<file path="config.mk">
export PLATFORM = sky130hd
export DESIGN_NAME = packed_sub_unit
export DESIGN_NICKNAME = d
export VERILOG_FILES = /design/src/rtl/psub_pkg.sv /design/src/rtl/psub_decode.sv /design/src/rtl/psub_carry_breaks.sv /design/src/rtl/psub_lane_chain.sv /design/src/rtl/psub_width_mask.sv /design/src/rtl/packed_sub_unit.sv
export SDC_FILE = /design/constraint.sdc
export NUM_CORES = 1
export LEC_CHECK = 0
export CAP_MARGIN = 20
export CORE_AREA = 2 2 160 162
export CTS_CLUSTER_DIAMETER = 80
export DETAILED_ROUTE_END_ITERATION = 7
export DIE_AREA = 0 0 162 164
export GPL_TIMING_DRIVEN = 0
export PLACE_DENSITY = 0.82
export SLEW_MARGIN = 20
export SYNTH_ARGS = -nofsm -noshare
export SYNTH_HDL_FRONTEND = slang
export SYNTH_SLANG_ARGS = --single-unit
</file>
<file path="constraint.sdc">
create_clock -name clk -period 12.4 [get_ports clk]
set_clock_uncertainty 0.1 [all_clocks]
set_input_delay 2.48 -clock clk [delete_from_list [all_inputs] [get_ports clk]]
set_output_delay 2.48 -clock clk [all_outputs]
set_load 0.03 [all_outputs]
</file>
<file path="src/rtl/psub_pkg.sv">
package psub_pkg;

    typedef enum logic [1:0] {
        LANE_B8  = 2'd0,
        LANE_H16 = 2'd1,
        LANE_S32 = 2'd2
    } lane_sel_e;

    localparam logic [7:0] ESC_CODE  = 8'h0F;
    localparam logic [7:0] OPC_SUB8  = 8'hF8;
    localparam logic [7:0] OPC_SUB16 = 8'hF9;
    localparam logic [7:0] OPC_SUB32 = 8'hFA;

endpackage

</file>
<file path="src/rtl/psub_decode.sv">
module psub_decode
    import psub_pkg::*;
(
    input  logic [7:0] escape_i,
    input  logic [7:0] opcode_i,
    output lane_sel_e  lane_sel_o,
    output logic       illegal_o
);

    logic esc_ok;

    always_comb begin
        esc_ok     = (escape_i == ESC_CODE);
        lane_sel_o = LANE_B8;
        illegal_o  = 1'b0;
        unique case (opcode_i)
            OPC_SUB8:  lane_sel_o = LANE_B8;
            OPC_SUB16: lane_sel_o = LANE_H16;
            OPC_SUB32: lane_sel_o = LANE_S32;
            default:   illegal_o  = 1'b1;
        endcase
        if (!esc_ok) begin
            illegal_o = 1'b1;
        end
    end

endmodule

</file>
<file path="src/rtl/psub_carry_breaks.sv">
module psub_carry_breaks
    import psub_pkg::*;
#(
    parameter int NBYTES = 16
) (
    input  lane_sel_e         lane_sel_i,
    output logic [NBYTES-1:0] lane_start_o
);

    logic sel_b8;
    logic sel_h16;
    logic sel_s32;

    always_comb begin
        sel_b8  = (lane_sel_i == LANE_B8);
        sel_h16 = (lane_sel_i == LANE_H16);
        sel_s32 = (lane_sel_i == LANE_S32);
    end

    for (genvar i = 0; i < NBYTES; i++) begin : g_start
        if (i == 0) begin : g_first
            assign lane_start_o[i] = 1'b1;
        end else if (i % 4 == 0) begin : g_dword
            assign lane_start_o[i] = sel_b8 | sel_h16 | sel_s32;
        end else if (i % 2 == 0) begin : g_word
            assign lane_start_o[i] = sel_b8 | sel_h16;
        end else begin : g_byte
            assign lane_start_o[i] = sel_b8;
        end
    end

endmodule

</file>
<file path="src/rtl/psub_lane_chain.sv">
module psub_lane_chain #(
    parameter int DATA_W = 128,
    localparam int NBYTES = DATA_W / 8
) (
    input  logic [DATA_W-1:0] minuend_i,
    input  logic [DATA_W-1:0] subtrahend_i,
    input  logic [NBYTES-1:0] lane_start_i,
    output logic [DATA_W-1:0] diff_o
);

    logic [NBYTES-1:0] carry_in;
    logic [NBYTES-1:0] carry_out;

    for (genvar i = 0; i < NBYTES; i++) begin : g_byte
        logic [7:0] a_byte;
        logic [7:0] nb_byte;
        logic [8:0] sum;

        assign a_byte  = minuend_i[8*i +: 8];
        assign nb_byte = ~subtrahend_i[8*i +: 8];

        if (i == 0) begin : g_cin0
            assign carry_in[i] = lane_start_i[i];
        end else begin : g_cinn
            assign carry_in[i] = lane_start_i[i] | carry_out[i-1];
        end

        assign sum               = {1'b0, a_byte} + {1'b0, nb_byte} + {8'b0, carry_in[i]};
        assign diff_o[8*i +: 8]  = sum[7:0];
        assign carry_out[i]      = sum[8] & ~((i + 1 < NBYTES) ? lane_start_i[(i + 1) % NBYTES] : 1'b0);
    end

endmodule

</file>
<file path="src/rtl/psub_width_mask.sv">
module psub_width_mask #(
    parameter int DATA_W   = 128,
    parameter int NARROW_W = 64,
    localparam int NBYTES  = DATA_W / 8,
    localparam int NARROW_BYTES = NARROW_W / 8
) (
    input  logic [DATA_W-1:0] diff_i,
    input  logic              wide_i,
    output logic [DATA_W-1:0] masked_o
);

    for (genvar i = 0; i < NBYTES; i++) begin : g_mask
        if (i < NARROW_BYTES) begin : g_low
            assign masked_o[8*i +: 8] = diff_i[8*i +: 8];
        end else begin : g_high
            assign masked_o[8*i +: 8] = diff_i[8*i +: 8] & {8{wide_i}};
        end
    end

endmodule

</file>
<file path="src/rtl/packed_sub_unit.sv">
module packed_sub_unit
    import psub_pkg::*;
#(
    parameter int DATA_W   = 128,
    parameter int NARROW_W = 64,
    localparam int NBYTES  = DATA_W / 8
) (
    input  logic              clk,
    input  logic              rst_n,
    input  logic              in_valid,
    output logic              in_ready,
    input  logic [7:0]        in_escape,
    input  logic [7:0]        in_opcode,
    input  logic              in_wide,
    input  logic [DATA_W-1:0] in_dst,
    input  logic [DATA_W-1:0] in_src,
    output logic              out_valid,
    input  logic              out_ready,
    output logic [DATA_W-1:0] out_result,
    output logic              out_illegal
);

    typedef struct packed {
        logic              valid;
        logic              illegal;
        logic              narrow;
        logic [DATA_W-1:0] result;
    } state_t;

    state_t st_d, st_q;

    lane_sel_e         dec_lane_sel;
    logic              dec_illegal;
    logic [NBYTES-1:0] lane_start;
    logic [DATA_W-1:0] raw_diff;
    logic [DATA_W-1:0] masked_diff;
    logic              fire_in;

    psub_decode u_decode (
        .escape_i   (in_escape),
        .opcode_i   (in_opcode),
        .lane_sel_o (dec_lane_sel),
        .illegal_o  (dec_illegal)
    );

    psub_carry_breaks #(.NBYTES(NBYTES)) u_breaks (
        .lane_sel_i   (dec_lane_sel),
        .lane_start_o (lane_start)
    );

    psub_lane_chain #(.DATA_W(DATA_W)) u_chain (
        .minuend_i    (in_dst),
        .subtrahend_i (in_src),
        .lane_start_i (lane_start),
        .diff_o       (raw_diff)
    );

    psub_width_mask #(.DATA_W(DATA_W), .NARROW_W(NARROW_W)) u_mask (
        .diff_i   (raw_diff),
        .wide_i   (in_wide),
        .masked_o (masked_diff)
    );

    assign in_ready = !st_q.valid || out_ready;
    assign fire_in  = in_valid && in_ready;

    always_comb begin
        st_d = st_q;
        if (st_q.valid && out_ready) begin
            st_d.valid = 1'b0;
        end
        if (fire_in) begin
            st_d.valid   = 1'b1;
            st_d.illegal = dec_illegal;
            if (!dec_illegal) begin
                st_d.result = masked_diff;
                st_d.narrow = !in_wide;
            end
        end
    end

    always_ff @(posedge clk) begin
        if (!rst_n) begin
            st_q <= '0;
        end else begin
            st_q <= st_d;
        end
    end

    assign out_valid   = st_q.valid;
    assign out_result  = st_q.result;
    assign out_illegal = st_q.illegal;

    AST_LANE0_DIRECTION: assert property (@(posedge clk) disable iff (!rst_n)
        fire_in && !dec_illegal |=> out_result[7:0] == $past(in_dst[7:0] - in_src[7:0]));
    AST_NARROW_UPPER_ZERO: assert property (@(posedge clk) disable iff (!rst_n)
        st_q.valid && !st_q.illegal && st_q.narrow |-> out_result[DATA_W-1:NARROW_W] == '0);
    AST_ILLEGAL_KEEPS_RESULT: assert property (@(posedge clk) disable iff (!rst_n)
        fire_in && dec_illegal |=> out_illegal && $stable(out_result));
    AST_ONE_CYCLE_LATENCY: assert property (@(posedge clk) disable iff (!rst_n)
        fire_in |=> out_valid);
    AST_STALL_HOLDS: assert property (@(posedge clk) disable iff (!rst_n)
        out_valid && !out_ready |=> out_valid && $stable(out_result) && $stable(out_illegal));
    AST_READY_WHEN_EMPTY: assert property (@(posedge clk) disable iff (!rst_n)
        !out_valid |-> in_ready);

endmodule

</file>
# Word level (Yosys, flattened, before mapping)
# Index checks and enable logic that the tools add are counted.
dict set report op_classes {
  muxes 6
  bitwise 60
  eq_ne 6
  n_reduce_logical 9
  addsub 32
}
# operator count
set op_table {}
lappend op_table {{8-bit by 8-bit adder with 9-bit output} 15}
lappend op_table {{131-bit 2-to-1 mux} 1}
lappend op_table {{129-bit 2-to-1 mux} 1}
lappend op_table {{8-bit NOT} 16}
lappend op_table {{9-bit by 1-bit adder with 9-bit output} 14}
lappend op_table {{8-bit bitwise AND} 8}
lappend op_table {{8-bit == test (second input constant)} 3}
lappend op_table {{1-bit bitwise OR} 17}
lappend op_table {{1-bit bitwise AND} 15}
lappend op_table {{9-bit by 1-bit adder with 9-bit output (second input constant)} 1}
lappend op_table {{8-bit by 1-bit adder with 8-bit output} 1}
lappend op_table {{8-bit adder} 1}
lappend op_table {{8-bit by 4-bit == test with 1-bit output (second input constant)} 1}
lappend op_table {{1-bit NOT} 4}
lappend op_table {{2-bit one-hot mux with 2 select lines} 1}
lappend op_table {{1-bit 2-to-1 mux} 3}
lappend op_table {{3-bit OR reduction} 1}
lappend op_table {{2-bit by 1-bit == test with 1-bit output (second input constant)} 1}
lappend op_table {{2-bit == test (second input constant)} 1}
lappend op_table {{1-bit logical AND} 2}
lappend op_table {{1-bit zero test} 2}
lappend op_table {{2-bit zero test} 1}
lappend op_table {{2-bit AND reduction} 1}
lappend op_table {{2-bit nonzero test} 1}
lappend op_table {{1-bit logical OR} 1}
dict set report word_totals {
  reg_bits 131
  wordCells 117
  input_bits 277
}

# Longest topological paths before layout
dict set report depth {
  depth_word 52
  depth_mapped 29
  mapped_depth_nobuf 29
}

# Hierarchy
# From an unflattened synthesis, not the netlist that was laid out.
dict set report hier_totals {
  cells_unflattened 1603
  hier_area_um2 12443.2
}
# module seq_area_each_um2 cells_each area_each_um2 n_inst
set by_module_without_submodules {}
lappend by_module_without_submodules {psub_lane_chain 0.0 877 6109.6 1}
lappend by_module_without_submodules {packed_sub_unit 2602.5 563 5149.9 1}
lappend by_module_without_submodules {psub_width_mask 0.0 134 991.0 1}
lappend by_module_without_submodules {psub_carry_breaks 0.0 18 120.1 1}
lappend by_module_without_submodules {psub_decode 0.0 11 72.6 1}

# Least setup slack after synthesis
# OpenSTA, ideal clock, no wires.
dict set report synth_timing {
  path_type {input-to-reg}
  from {input port in_src[96]}
  to {register st_q (netlist bit out_result[126])}
  path_slack_ns 3.497
  arrival_ns 8.688
  setup_ns 0.115
  n_path_buf 0
  cell_stages 29
  path_cell_list {inv_1 -> fa_1 -> fa_1 -> a211o_1 -> a21oi_1 -> a21oi_1 -> o21ai_0 -> nand2_1 -> fa_1 -> fa_1 -> a211o_1 -> a21oi_1 -> a21oi_1 -> o21ai_0 -> nand2_1 -> fa_1 -> fa_1 -> a211o_1 -> a21oi_1 -> a21oi_1 -> o21ai_0 -> nand2_1 -> fa_1 -> fa_1 -> a211oi_1 -> o21bai_1 -> a21oi_1 -> xor2_1 -> o21ai_2}
}
dict set report synth_via {
  elab_chain_cells 13
}
# item line_no
set synth_rtl {}
lappend synth_rtl {{start, declared} packed_sub_unit.sv:16} ;# input logic [DATA_W-1:0] in_src,
lappend synth_rtl {{8-bit NOT} psub_lane_chain.sv:20} ;# assign nb_byte = ~subtrahend_i[8*i +: 8];
lappend synth_rtl {{8-bit by 8-bit adder with 9-bit output} psub_lane_chain.sv:28} ;# assign sum = {1'b0, a_byte} + {1'b0, nb_byte} + {8'b0, carry_in[i]};
lappend synth_rtl {{9-bit by 1-bit adder with 9-bit output} psub_lane_chain.sv:28}
lappend synth_rtl {{1-bit bitwise AND} psub_lane_chain.sv:30} ;# assign carry_out[i] = sum[8] & ~((i + 1 < NBYTES) ? lane_start_i[(i + 1) % NBYTES] : 1'b0);
lappend synth_rtl {{1-bit bitwise OR} psub_lane_chain.sv:25} ;# assign carry_in[i] = lane_start_i[i] | carry_out[i-1];
lappend synth_rtl {{9-bit by 1-bit adder with 9-bit output} psub_lane_chain.sv:28}
lappend synth_rtl {{1-bit bitwise AND} psub_lane_chain.sv:30}
lappend synth_rtl {{1-bit bitwise OR} psub_lane_chain.sv:25}
lappend synth_rtl {{9-bit by 1-bit adder with 9-bit output} psub_lane_chain.sv:28}
lappend synth_rtl {{1-bit bitwise AND} psub_lane_chain.sv:30}
lappend synth_rtl {{1-bit bitwise OR} psub_lane_chain.sv:25}
lappend synth_rtl {{8-bit by 1-bit adder with 8-bit output} psub_lane_chain.sv:28}
lappend synth_rtl {{8-bit bitwise AND} psub_width_mask.sv:16} ;# assign masked_o[8*i +: 8] = diff_i[8*i +: 8] & {8{wide_i}};
lappend synth_rtl {{end signal, assigned} packed_sub_unit.sv:86} ;# st_q <= st_d;
lappend synth_rtl {{end, declared} packed_sub_unit.sv:30} ;# state_t st_d, st_q;
# No other way between the ends.
# A chain may end at the register's enable or synchronous reset.

# Final worst setup path
# Ends and elaborated chain as after synthesis.

==> run metrics <==
DRC Markers=0; Synthesis Warnings=0; CTS buffer count=17; DR iter-0 viols=roughly 390; Post-Synthesis Cells=between 1,000 and 1,500; post-layout minimum cycle time=approximately 10000 ps; status=finished clean; port buffer count=around 410; setup TNS=0 ps; first-pass GRT wire length=between 40,000 and 50,000 µm; Max Fclk=101 MHz; Avg Cell Area, Syn=about 8.3 µm²; Hold Crit Depth=2; met2 WL=roughly 16,000 µm; Tightest Pin Transition=approximately 850 ps; largest net degree at the start of global routing=17; post-DR wirelength/cell=around 17 µm; clk slew on worst S/H paths=~60 ps; Crit Path Max Fanout=3; most frequent cells in the layout=clkdlybuf4s50_1, inv_1, nand2_1, dfxtp_1, ha_1; met3 WL post-DR=approximately 2800 µm; Avg Vias per Cell=between 5 and 6; fraction of layout cells with a size suffix above 1=4.08%; routability cong.=0.947; via count=a little under 10,000; Max clock buf depth=2; Lkg Pwr=about 6.3 nW; CTS root buffer=clkbuf_16; Layout area overhead=53.3%; number of global-route vias before repair=between 9,000 and 10,000; core area=24,800 µm²; WP depth=30; total power=~1.3 mW; PwrDens=between 80 and 90 nW/µm²; Max Cap Viol=0; Synth Cell Area=9610 µm²; die height=164 µm; endpoint class of the critical path=register; Synth Register Bits=130; Fillers=~2,200; cts repair resizes=0; Die X=about 160 µm; Clock Latency Late Sink=between 400 and 500 ps; main flop type after synthesis=dfxtp_1; Cell variety after synth=54; sequential cell area fraction in the yosys report=27.1%; RSZ-0062 raised after global routing=no; NumNets Final=roughly 2,000; worst reg2reg path depth=8; Post-synth EDFFs=0; CP Launch Type=primary input; post-DP HPWL=between 20,000 and 30,000 µm; CTS Sinks=130; Slowest-stage cell, CP=fa_1; Slew headroom=43.0%; final-report max-slew violation count=0; TritonRoute pass-1 iters=7; Die Area=26,600 µm²; CP most frequent cell=fa_1; wl on met1=between 10,000 and 15,000 µm; htree depth=4; dpl cell area=around 14,000 µm²; Buf/Inv on CP=2; Worst EP required=~13,000 ps; FFs w/ async S/R, synth=0%; Hold Buf Count CTS=0; worst hold path class=reg2reg; crit share post-route=79.9%; initial antenna violation count=1; CTS tree=done; Post-CTS Setup Repair Bufs=0; crit-path leading delay family=adder cells; kind of critical path=in2reg; Hold Fails Final Rpt=0; Data arrival, critical path=slightly above 10,000 ps; final instance area=roughly 15,000 µm²; Final ANT Viol Nets=0; delay of the slowest critical-path stage=500 ps; total gr overflow=0; commonest non-fill, non-tap cell in the layout=clkdlybuf4s50_1; routed wire length=around 32,000 µm; Final setup viols=0; effective utilization at floorplan=38.7%; Tot GR Track Use=23.6%; maximum vdd drop=approximately 0.000085 V; Site Rows=between 50 and 60; highest metal used=met4; I/O pin cnt=a little over 400
registers in the layout, summed over array words and instances (netlist names):
name         flops
out_result     128
out_illegal      1
out_valid        1
per-layer routing:
| layer | up-vias | GRT usage (%) |
|---|---|---|
| met5 | - | 0 |
| met4 | 0 | 8.73 |
| met3 | 55 | 7.65 |
| met2 | 398 | 42.4 |
| met1 | 4522 | 26.0 |
| li1 | 4799 | - |
stage by stage:
step	setup slack (ps)	hold WS, ps	util (%)	instances
after floorplan	3500	462	-	1157
after global placement	2270	327	56.8	1894
after detailed placement	2170	337	56.8	1894
after CTS	2580	345	59.3	1924
after global routing	2030	361	59.3	1924
final	2490	339	59.3	1926
worst register-to-register path: stages, from the launching register on:
cell      delay (ps)
dfxtp_1          360
nand2b_1         120
and3_1           250
a21boi_1         140
buf_2            250
buf_4            270
buf_2            260
nand2_1          100
o21ai_1          110
power by group:
part           total, mW  internal, mW  switching [mW]
Combinational      0.360         0.193           0.167
Sequential         0.418         0.418        0.000292
Clock              0.543         0.341           0.202
Total               1.32         0.952           0.369
kinds of logic (layout without fill, tap and decap cells):
group           Yosys count  count (layout)  synth area share [%]
compound gates          360             360                  24.2
simple gates            249             249                  11.7
buf+inv                 190             627                  8.39
fa+ha+maj               143             143                  21.0
flops                   130             130                  27.1
xor+xnor                 78              78                  7.11
mux                       4               4                 0.417
other cells               2               5                0.0782
worst paths after layout:
path	start	end	slack, ps
hold reg to reg	out_result[22]$_SDFFE_PN0P_	out_result[22]$_SDFFE_PN0P_	340
hold / removal	out_result[22]$_SDFFE_PN0P_	out_result[22]$_SDFFE_PN0P_	340
setup / recovery	in_src[96]	out_result[126]$_SDFFE_PN0P_	2490
setup reg to reg	out_valid$_SDFFE_PN0P_	out_result[47]$_SDFFE_PN0P_	10380
synth_stat cells (all sizes together) (2+ instances only):
cell type  number  share of area [%]
xor2           42                3.8
inv           162                6.3
o211ai         12               0.94
fa             31                6.5
o21a           14                1.1
nand3           3               0.16
nand2         136                5.3
ha            112                 15
o31a            3               0.27
a211o           6               0.55
and3            4               0.26
or3             2               0.13
a21boi         14                1.1
a21o           24                1.9
o41ai           6               0.55
nor2b          11               0.72
o311a           6               0.63
o21ai         132                7.3
and2            2               0.16
mux2i           4               0.42
o22ai           2               0.13
clkbuf         10               0.39
nand2b         29                1.9
a21oi          68                3.5
nor3            9               0.47
a22o           26                2.4
a21bo           3               0.31
o21bai         12               0.94
o31ai           3               0.23
a211oi         22                1.7
a221oi          4               0.36
nor2           44                1.7
xnor2          36                3.3
dfxtp         130                 27
buf            18                1.7
conb            2              0.078
nor4b           3               0.40
cell type report:
cell class	instances	area [µm²]	share of cell area, %
Antenna cell	2	5.00	0.0340
Buffer	28	198	1.34
Clock buffer	18	439	2.98
Clock inverter	12	184	1.25
Inverter	162	608	4.13
Multi-Input combinational cell	837	6200	42.1
Sequential cell	130	2600	17.7
Tap cell	330	413	2.80
Timing Repair Buffer	407	4070	27.7
Note: power is estimated with default switching activity, not from simulation.
